<file path="config.mk">
export PLATFORM = sky130hd
export DESIGN_NAME = tcm_unit
export DESIGN_NICKNAME = d
export VERILOG_FILES = /design/src/rtl/tcm_pkg.sv /design/src/rtl/tcm_rst_sync.sv /design/src/rtl/tcm_counter.sv /design/src/rtl/tcm_chan.sv /design/src/rtl/tcm_route.sv /design/src/rtl/tcm_unit.sv
export SDC_FILE = /design/constraint.sdc
export NUM_CORES = 1
export LEC_CHECK = 0
export ABC_CLOCK_PERIOD_IN_PS = 4500
export BUFFER_PORTS_ARGS = -buffer_cell sky130_fd_sc_hd__buf_4
export CAP_MARGIN = 10
export CORE_ASPECT_RATIO = 1.2
export CORE_MARGIN = 2
export CORE_UTILIZATION = 40
export CTS_CLUSTER_DIAMETER = 80
export DETAILED_ROUTE_END_ITERATION = 10
export GPL_TIMING_DRIVEN = 1
export PLACE_DENSITY = 0.62
export SYNTH_ARGS = -nofsm -noshare
export SYNTH_HDL_FRONTEND = slang
export SYNTH_SLANG_ARGS = --single-unit
</file>
<file path="constraint.sdc">
create_clock -name clk -period 4.5 [get_ports clk]
set_clock_uncertainty 0.2 [all_clocks]
set_input_delay 0.9 -clock clk [delete_from_list [all_inputs] [get_ports clk]]
set_output_delay 0.9 -clock clk [all_outputs]
set_load 0.005 [all_outputs]
</file>
<file path="src/rtl/tcm_pkg.sv">
package tcm_pkg;

  // register map (word addresses)
  localparam int unsigned ADDR_CTRL     = 0;
  localparam int unsigned ADDR_TMR      = 1;
  localparam int unsigned CTRL_RUN_BIT  = 0;
  // field positions
  localparam int unsigned WIN_SIZE_LSB  = 8;
  localparam int unsigned ICR_STRIDE    = 4;
  localparam int unsigned ISR_CLR_LSB   = 8;

  function automatic int unsigned addr_cmp(int unsigned ch);
    return 2 + ch;
  endfunction

  function automatic int unsigned addr_win(int unsigned nch, int unsigned ch);
    return 2 + nch + ch;
  endfunction

  function automatic int unsigned addr_icr(int unsigned nch);
    return 2 + 2 * nch;
  endfunction

  function automatic int unsigned addr_isr(int unsigned nch);
    return 3 + 2 * nch;
  endfunction

endpackage

</file>
<file path="src/rtl/tcm_rst_sync.sv">
module tcm_rst_sync (
  input  logic clk,
  input  logic rst_n,
  output logic rst_sync_n
);
  logic [1:0] sync_q;
  logic [1:0] sync_d;

  always_comb begin
    sync_d = {sync_q[0], 1'b1};
  end

  always_ff @(posedge clk or negedge rst_n) begin
    if (!rst_n) sync_q <= '0;
    else        sync_q <= sync_d;
  end

  assign rst_sync_n = sync_q[1];
endmodule

</file>
<file path="src/rtl/tcm_counter.sv">
module tcm_counter #(
  parameter int unsigned W = 32
) (
  input  logic         clk,
  input  logic         rst_n,
  input  logic         run,
  input  logic         ld,
  input  logic [W-1:0] ld_val,
  output logic [W-1:0] tmr
);
  logic [W-1:0] tmr_q;
  logic [W-1:0] tmr_d;
  logic         tmr_en;

  always_comb begin
    tmr_en = ld | run;
    tmr_d  = ld ? ld_val : tmr_q + W'(1);
  end

  always_ff @(posedge clk or negedge rst_n) begin
    if (!rst_n)      tmr_q <= '0;
    else if (tmr_en) tmr_q <= tmr_d;
  end

  assign tmr = tmr_q;
endmodule

</file>
<file path="src/rtl/tcm_chan.sv">
module tcm_chan #(
  parameter int unsigned W  = 32,
  parameter int unsigned PW = 5
) (
  input  logic          clk,
  input  logic          rst_n,
  input  logic [W-1:0]  tmr,
  input  logic          run,
  input  logic [W-1:0]  cmp,
  input  logic [PW-1:0] start,
  input  logic [PW-1:0] size,
  input  logic          sw_set,
  input  logic          sw_clr,
  output logic          hit,
  output logic          flag
);
  localparam int unsigned SW = PW + 1;

  logic [SW-1:0] span;
  logic [W-1:0]  keep_m;
  logic [W-1:0]  fld_m;
  logic [W-1:0]  ref_v;
  logic          eq;
  logic          match;
  logic          match_q;
  logic          flag_q;
  logic          flag_d;
  logic          flag_en;

  // window masks: keep_m covers every bit up to the top of the window,
  // fld_m keeps only the compare bits inside the window width
  always_comb begin
    span = SW'(start) + SW'(size);
    for (int i = 0; i < W; i++) begin
      keep_m[i] = (SW'(i) <= span);
      fld_m[i]  = (SW'(i) <= SW'(size));
    end
    ref_v = (cmp & fld_m) << start;
    eq    = ((tmr ^ ref_v) & keep_m) == '0;
    match = run & eq;
    hit   = match & ~match_q;
  end

  // hardware event beats a clear; clear beats a set
  always_comb begin
    flag_en = hit | sw_set | sw_clr;
    flag_d  = hit | ((flag_q | sw_set) & ~sw_clr);
  end

  always_ff @(posedge clk or negedge rst_n) begin
    if (!rst_n) begin
      match_q <= 1'b0;
      flag_q  <= 1'b0;
    end else begin
      match_q <= match;
      if (flag_en) flag_q <= flag_d;
    end
  end

  assign flag = flag_q;
endmodule

</file>
<file path="src/rtl/tcm_route.sv">
module tcm_route #(
  parameter int unsigned NCH  = 2,
  parameter int unsigned NIRQ = 2,
  parameter int unsigned OS_W = 1
) (
  input  logic                      clk,
  input  logic                      rst_n,
  input  logic [NCH-1:0]            hit,
  input  logic [NCH-1:0]            en,
  input  logic [NCH-1:0][OS_W-1:0]  sel,
  output logic [NIRQ-1:0]           irq
);
  logic [NIRQ-1:0] irq_q;
  logic [NIRQ-1:0] irq_d;

  always_comb begin
    irq_d = '0;
    for (int k = 0; k < NIRQ; k++) begin
      for (int c = 0; c < NCH; c++) begin
        if (hit[c] && en[c] && (sel[c] == OS_W'(k))) irq_d[k] = 1'b1;
      end
    end
  end

  always_ff @(posedge clk or negedge rst_n) begin
    if (!rst_n) irq_q <= '0;
    else        irq_q <= irq_d;
  end

  assign irq = irq_q;
endmodule

</file>
<file path="src/rtl/tcm_unit.sv">
module tcm_unit
  import tcm_pkg::*;
#(
  parameter int unsigned TMR_W = 32,
  parameter int unsigned NCH   = 2,
  parameter int unsigned NIRQ  = 2,
  parameter int unsigned AW    = $clog2(4 + 2 * NCH)
) (
  input  logic             clk,
  input  logic             rst_n,
  input  logic             wr_en,
  input  logic [AW-1:0]    wr_addr,
  input  logic [TMR_W-1:0] wr_data,
  output logic [TMR_W-1:0] tmr_value,
  output logic [NIRQ-1:0]  irq_out,
  output logic [NCH-1:0]   irq_flag
);
  localparam int unsigned PW   = $clog2(TMR_W);
  localparam int unsigned OS_W = (NIRQ > 1) ? $clog2(NIRQ) : 1;

  logic rst_sync_n;

  logic                         run_q,   run_d;
  logic [NCH-1:0][TMR_W-1:0]    cmp_q,   cmp_d;
  logic [NCH-1:0][PW-1:0]       start_q, start_d;
  logic [NCH-1:0][PW-1:0]       size_q,  size_d;
  logic [NCH-1:0]               en_q,    en_d;
  logic [NCH-1:0][OS_W-1:0]     sel_q,   sel_d;

  logic           wr_ctrl, wr_icr, wr_isr, tmr_ld;
  logic [NCH-1:0] wr_cmp, wr_win;
  logic [NCH-1:0] sw_set, sw_clr, ch_hit;

  tcm_rst_sync u_rst (
    .clk        (clk),
    .rst_n      (rst_n),
    .rst_sync_n (rst_sync_n)
  );

  // address decode
  always_comb begin
    wr_ctrl = wr_en && (wr_addr == AW'(ADDR_CTRL));
    tmr_ld  = wr_en && (wr_addr == AW'(ADDR_TMR));
    wr_icr  = wr_en && (wr_addr == AW'(addr_icr(NCH)));
    wr_isr  = wr_en && (wr_addr == AW'(addr_isr(NCH)));
    for (int c = 0; c < NCH; c++) begin
      wr_cmp[c] = wr_en && (wr_addr == AW'(addr_cmp(c)));
      wr_win[c] = wr_en && (wr_addr == AW'(addr_win(NCH, c)));
      sw_set[c] = wr_isr && wr_data[c];
      sw_clr[c] = wr_isr && wr_data[ISR_CLR_LSB + c];
    end
  end

  // configuration next state
  always_comb begin
    run_d   = run_q;
    cmp_d   = cmp_q;
    start_d = start_q;
    size_d  = size_q;
    en_d    = en_q;
    sel_d   = sel_q;
    if (wr_ctrl) run_d = wr_data[CTRL_RUN_BIT];
    for (int c = 0; c < NCH; c++) begin
      if (wr_cmp[c]) cmp_d[c] = wr_data;
      if (wr_win[c]) begin
        start_d[c] = wr_data[PW-1:0];
        size_d[c]  = wr_data[WIN_SIZE_LSB +: PW];
      end
      if (wr_icr) begin
        en_d[c]  = wr_data[ICR_STRIDE * c];
        sel_d[c] = wr_data[ICR_STRIDE * c + 1 +: OS_W];
      end
    end
  end

  always_ff @(posedge clk or negedge rst_sync_n) begin
    if (!rst_sync_n) begin
      run_q   <= 1'b0;
      cmp_q   <= '0;
      start_q <= '0;
      size_q  <= '0;
      en_q    <= '0;
      sel_q   <= '0;
    end else begin
      if (wr_ctrl)   run_q   <= run_d;
      if (|wr_cmp)   cmp_q   <= cmp_d;
      if (|wr_win) begin
        start_q <= start_d;
        size_q  <= size_d;
      end
      if (wr_icr) begin
        en_q  <= en_d;
        sel_q <= sel_d;
      end
    end
  end

  tcm_counter #(.W(TMR_W)) u_cnt (
    .clk    (clk),
    .rst_n  (rst_sync_n),
    .run    (run_q),
    .ld     (tmr_ld),
    .ld_val (wr_data),
    .tmr    (tmr_value)
  );

  for (genvar c = 0; c < NCH; c++) begin : g_ch
    tcm_chan #(.W(TMR_W), .PW(PW)) u_ch (
      .clk    (clk),
      .rst_n  (rst_sync_n),
      .tmr    (tmr_value),
      .run    (run_q),
      .cmp    (cmp_q[c]),
      .start  (start_q[c]),
      .size   (size_q[c]),
      .sw_set (sw_set[c]),
      .sw_clr (sw_clr[c]),
      .hit    (ch_hit[c]),
      .flag   (irq_flag[c])
    );
  end

  tcm_route #(.NCH(NCH), .NIRQ(NIRQ), .OS_W(OS_W)) u_route (
    .clk   (clk),
    .rst_n (rst_sync_n),
    .hit   (ch_hit),
    .en    (en_q),
    .sel   (sel_q),
    .irq   (irq_out)
  );
endmodule

</file>
==> metrics.md <==
| Metric | Value |
|---|---|
| Outcome | finished, final reports clean |
| Area after DPL | 15100 um^2 |
| WP data arrival | 4.59 ns |
| PD cells | 602 nW/um^2 |
| Worst slew margin | 34.0% |
| Flops & latches, synth | 129 |
| Syn-to-layout area delta | 17.3% |
| Die X | 171 um |
| Share of post-route cells with drive strength above 1 | 20.8% |
| Clk buf depth | 2 |
| Fmax | 0.224 GHz |
| Hold Buf Count CTS | 0 |
| RSZ-0062 raised after global routing | no |
| Fin worst setup slack | 0.0264 ns |
| Multi-input gate area | 9440 um^2 |
| FF+latch area | 3240 um^2 |
| FFs w/ async S/R, synth | 100% |
| Worst Tran Pin Value | 0.982 ns |
| GR Overflow Total | 0 |
| HPWL after DPL | 55.7 mm |
| Number of global-route vias before repair | 14813 |
| Crit start category | flop |
| Io pins | 74 |
| Syn Nets | 1760 |
| Drt first pass iters | 7 |
| Tmin final | 4.47 ns |
| Pin count of the biggest net entering global routing | 75 |
| Number of flops mapped to enable cells by yosys | 0 |
| Die area | 35000 um^2 |
| Wirelength, routed | 70.9 mm |
| Setup TNS | 0 ns |
| Mapped Cells | 1709 |
| CTS sink count | 129 |
| Post-layout net count | 1844 |
| H-tree depth | 4 |
| Design area | 15700 um^2 |
| Crit path max fanout | 21 |
| Peak supply drop | 0.286 mV |
| Routed length per instance | 31.4 um |
| Final hold violations | 0 |
| Initial antenna violation count | 1 |
| Synthesis Warnings | 0 |
| Mapped Area | 13400 um^2 |
| Worst path required time | 4.61 ns |
| Final setup viols | 0 |
| Final Max Slew Viols | 0 |
| Number of max-cap violations | 0 |
| CTS tree | yes |
| Vias per Instance | 6.92 |
| Pre-CTS setup slack | 0.185 ns |
| # rows | 73 |
| Leak Pwr | 6.15 nW |
| Fill count | 3321 |
| Vias | 15601 |
| GRT Overall Usage | 40.3% |
| Post-synthesis cell type count | 93 |
| Port-buffer cells | 73 |
| Crit share post-route | 99.4% |
| Worst Setup End Kind | flop |
| Commonest register cell after synthesis | dfrtp_1 |
| Gpl congestion | 1.08 |
| Sequential area share after synthesis | 24.1% |
| Hold WC Path Type | in -> async |
| Root Driver | clkbuf_16 |
| Skew-Pair Late Insertion Delay | 0.44 ns |
| First-pass GRT wire length | 101 mm |
| Final core occ | 47.6% |
| DR iter-0 viols | 1888 |
| Remaining antenna violation count | 0 |
| Clk pin slew, worst setup/hold paths | 0.07 ns |
| WS Path Type | reg -> reg |
| FF-to-FF path depth | 11 |
| Avg Cell Area, Syn | 7.85 um^2 |
| CTS Buf Count | 17 |
| CORE AREA | 33100 um^2 |
| Diode count | 0 |
| Drt drc | 0 |
| Die Y | 205 um |
| Initial Utilization | 40.6% |
## layout by cell type, fill, tap and decap left out, types with 43 or more instances in the layout
master / instances
dfrtp_1: 123
a21oi_1: 69
xnor2_1: 43
o21ai_0: 116
buf_4: 211
nor3_1: 52
nand3_1: 45
mux2_2: 82
nor2_1: 105
nand2_1: 166
## path summary, 6_finish.rpt
path	startpoint	end	slack (ns)
min in group clk	u_rst.sync_q[0]	u_rst.sync_q[1]	0.17
worst min register to register	u_rst.sync_q[0]	u_rst.sync_q[1]	0.17
worst max-delay path	size_q[9]	u_route.irq[1]	0.03
worst min-delay path	rst_n	u_rst.sync_q[0]	0.02
max in group asynchronous	u_rst.sync_q[1]	u_cnt.tmr[0]	2.97
worst max register to register	size_q[9]	u_route.irq[1]	0.03
## metal layers
layer | GRT usage [%] | vias to the layer above | routed length, um
met5 | 0 | - | 0
met4 | 35.3 | 0 | 7540
met3 | 6.38 | 346 | 4660
met2 | 68.3 | 947 | 33900
met1 | 43.4 | 7549 | 24700
li1 | - | 6759 | -
## state kept, by name, indices dropped and copies added (netlist names)
register           flops
run_q                  1
u_route.irq            2
u_cnt.tmr             32
size_q                10
en_q                   2
g_ch.u_ch.flag         2
sel_q                  2
g_ch.u_ch.match_q      2
start_q               10
cmp_q                 64
u_rst.sync_q           2
## cell type report
class	count	area share (%)
clock buffer	17	2.70
clock inverter	15	1.21
inverter	40	0.954
multi-input combinational	1387	60.0
sequential	129	20.6
tap	450	3.58
timing repair buffer	218	11.0
## worst max-delay path, stage by stage, from the launching register on
cell and delay [ns]:
dfrtp_1 0.62, buf_4 0.30, o41ai_1 0.57, o221ai_1 0.22, o21ai_0 0.22, a211oi_1 0.20
a211oi_1 0.58, mux2i_1 0.29, o2111ai_1 0.12, nor4_1 0.39, nand4_2 0.22, o41ai_1 0.39
## cells by family (layout without fill, tap and decap cells)
group,Yosys count,in the layout,synth area share [%]
compound gates,616,616,32.8
xor+xnor,81,81,5.29
fa+ha+maj,13,13,1.32
buf+inv,193,290,5.67
flops,129,129,24.1
mux,122,122,10.1
other cells,1,1,0.0280
simple gates,554,554,20.7
## power breakdown
group          total, W  switching [W]  internal [W]
combinational   0.00597        0.00371       0.00226
sequential      0.00202       0.000606       0.00142
clock           0.00147       0.000630      0.000844
total           0.00947        0.00495       0.00453
## what timing repair did
action | in CTS | in global routing
resized for setup | 0 | 3
setup endpoints to repair | 0 | 3
buffers inserted | 0 | 0
## stage by stage
step	hold slack (ns)	power [W]	std cells
6_report	0.0212	0.00947	2256
2_1_floorplan	0.131	0.00537	1709
3_3_place_gp	0.132	0.00780	2224
5_1_grt	0.000505	0.00986	2256
3_5_place_dp	0.143	0.00776	2224
4_1_cts	0.00485	0.00926	2256
## synth_stat cells (21+ instances only)
| library cell | n | area share [%] |
|---|---|---|
| nand2_1 | 166 | 4.6 |
| dfrtp_1 | 129 | 24 |
| clkbuf_1 | 125 | 3.5 |
| o21ai_0 | 117 | 4.4 |
| nor2_1 | 105 | 2.9 |
| mux2_2 | 82 | 6.9 |
| a21oi_1 | 69 | 2.6 |
| nor3_1 | 53 | 2.0 |
| nand3_1 | 45 | 1.7 |
| xnor2_1 | 43 | 2.8 |
| a211oi_1 | 40 | 2.2 |
| xor2_1 | 38 | 2.5 |
| mux2i_1 | 37 | 2.8 |
| inv_1 | 35 | 0.98 |
| a31oi_1 | 33 | 1.5 |
| o22ai_1 | 31 | 1.4 |
| o211ai_1 | 30 | 1.7 |
| nor2b_1 | 25 | 1.2 |
| o21a_1 | 22 | 1.2 |
| nor4_1 | 21 | 0.98 |
No activity file was read; power rests on OpenSTA's default activity.
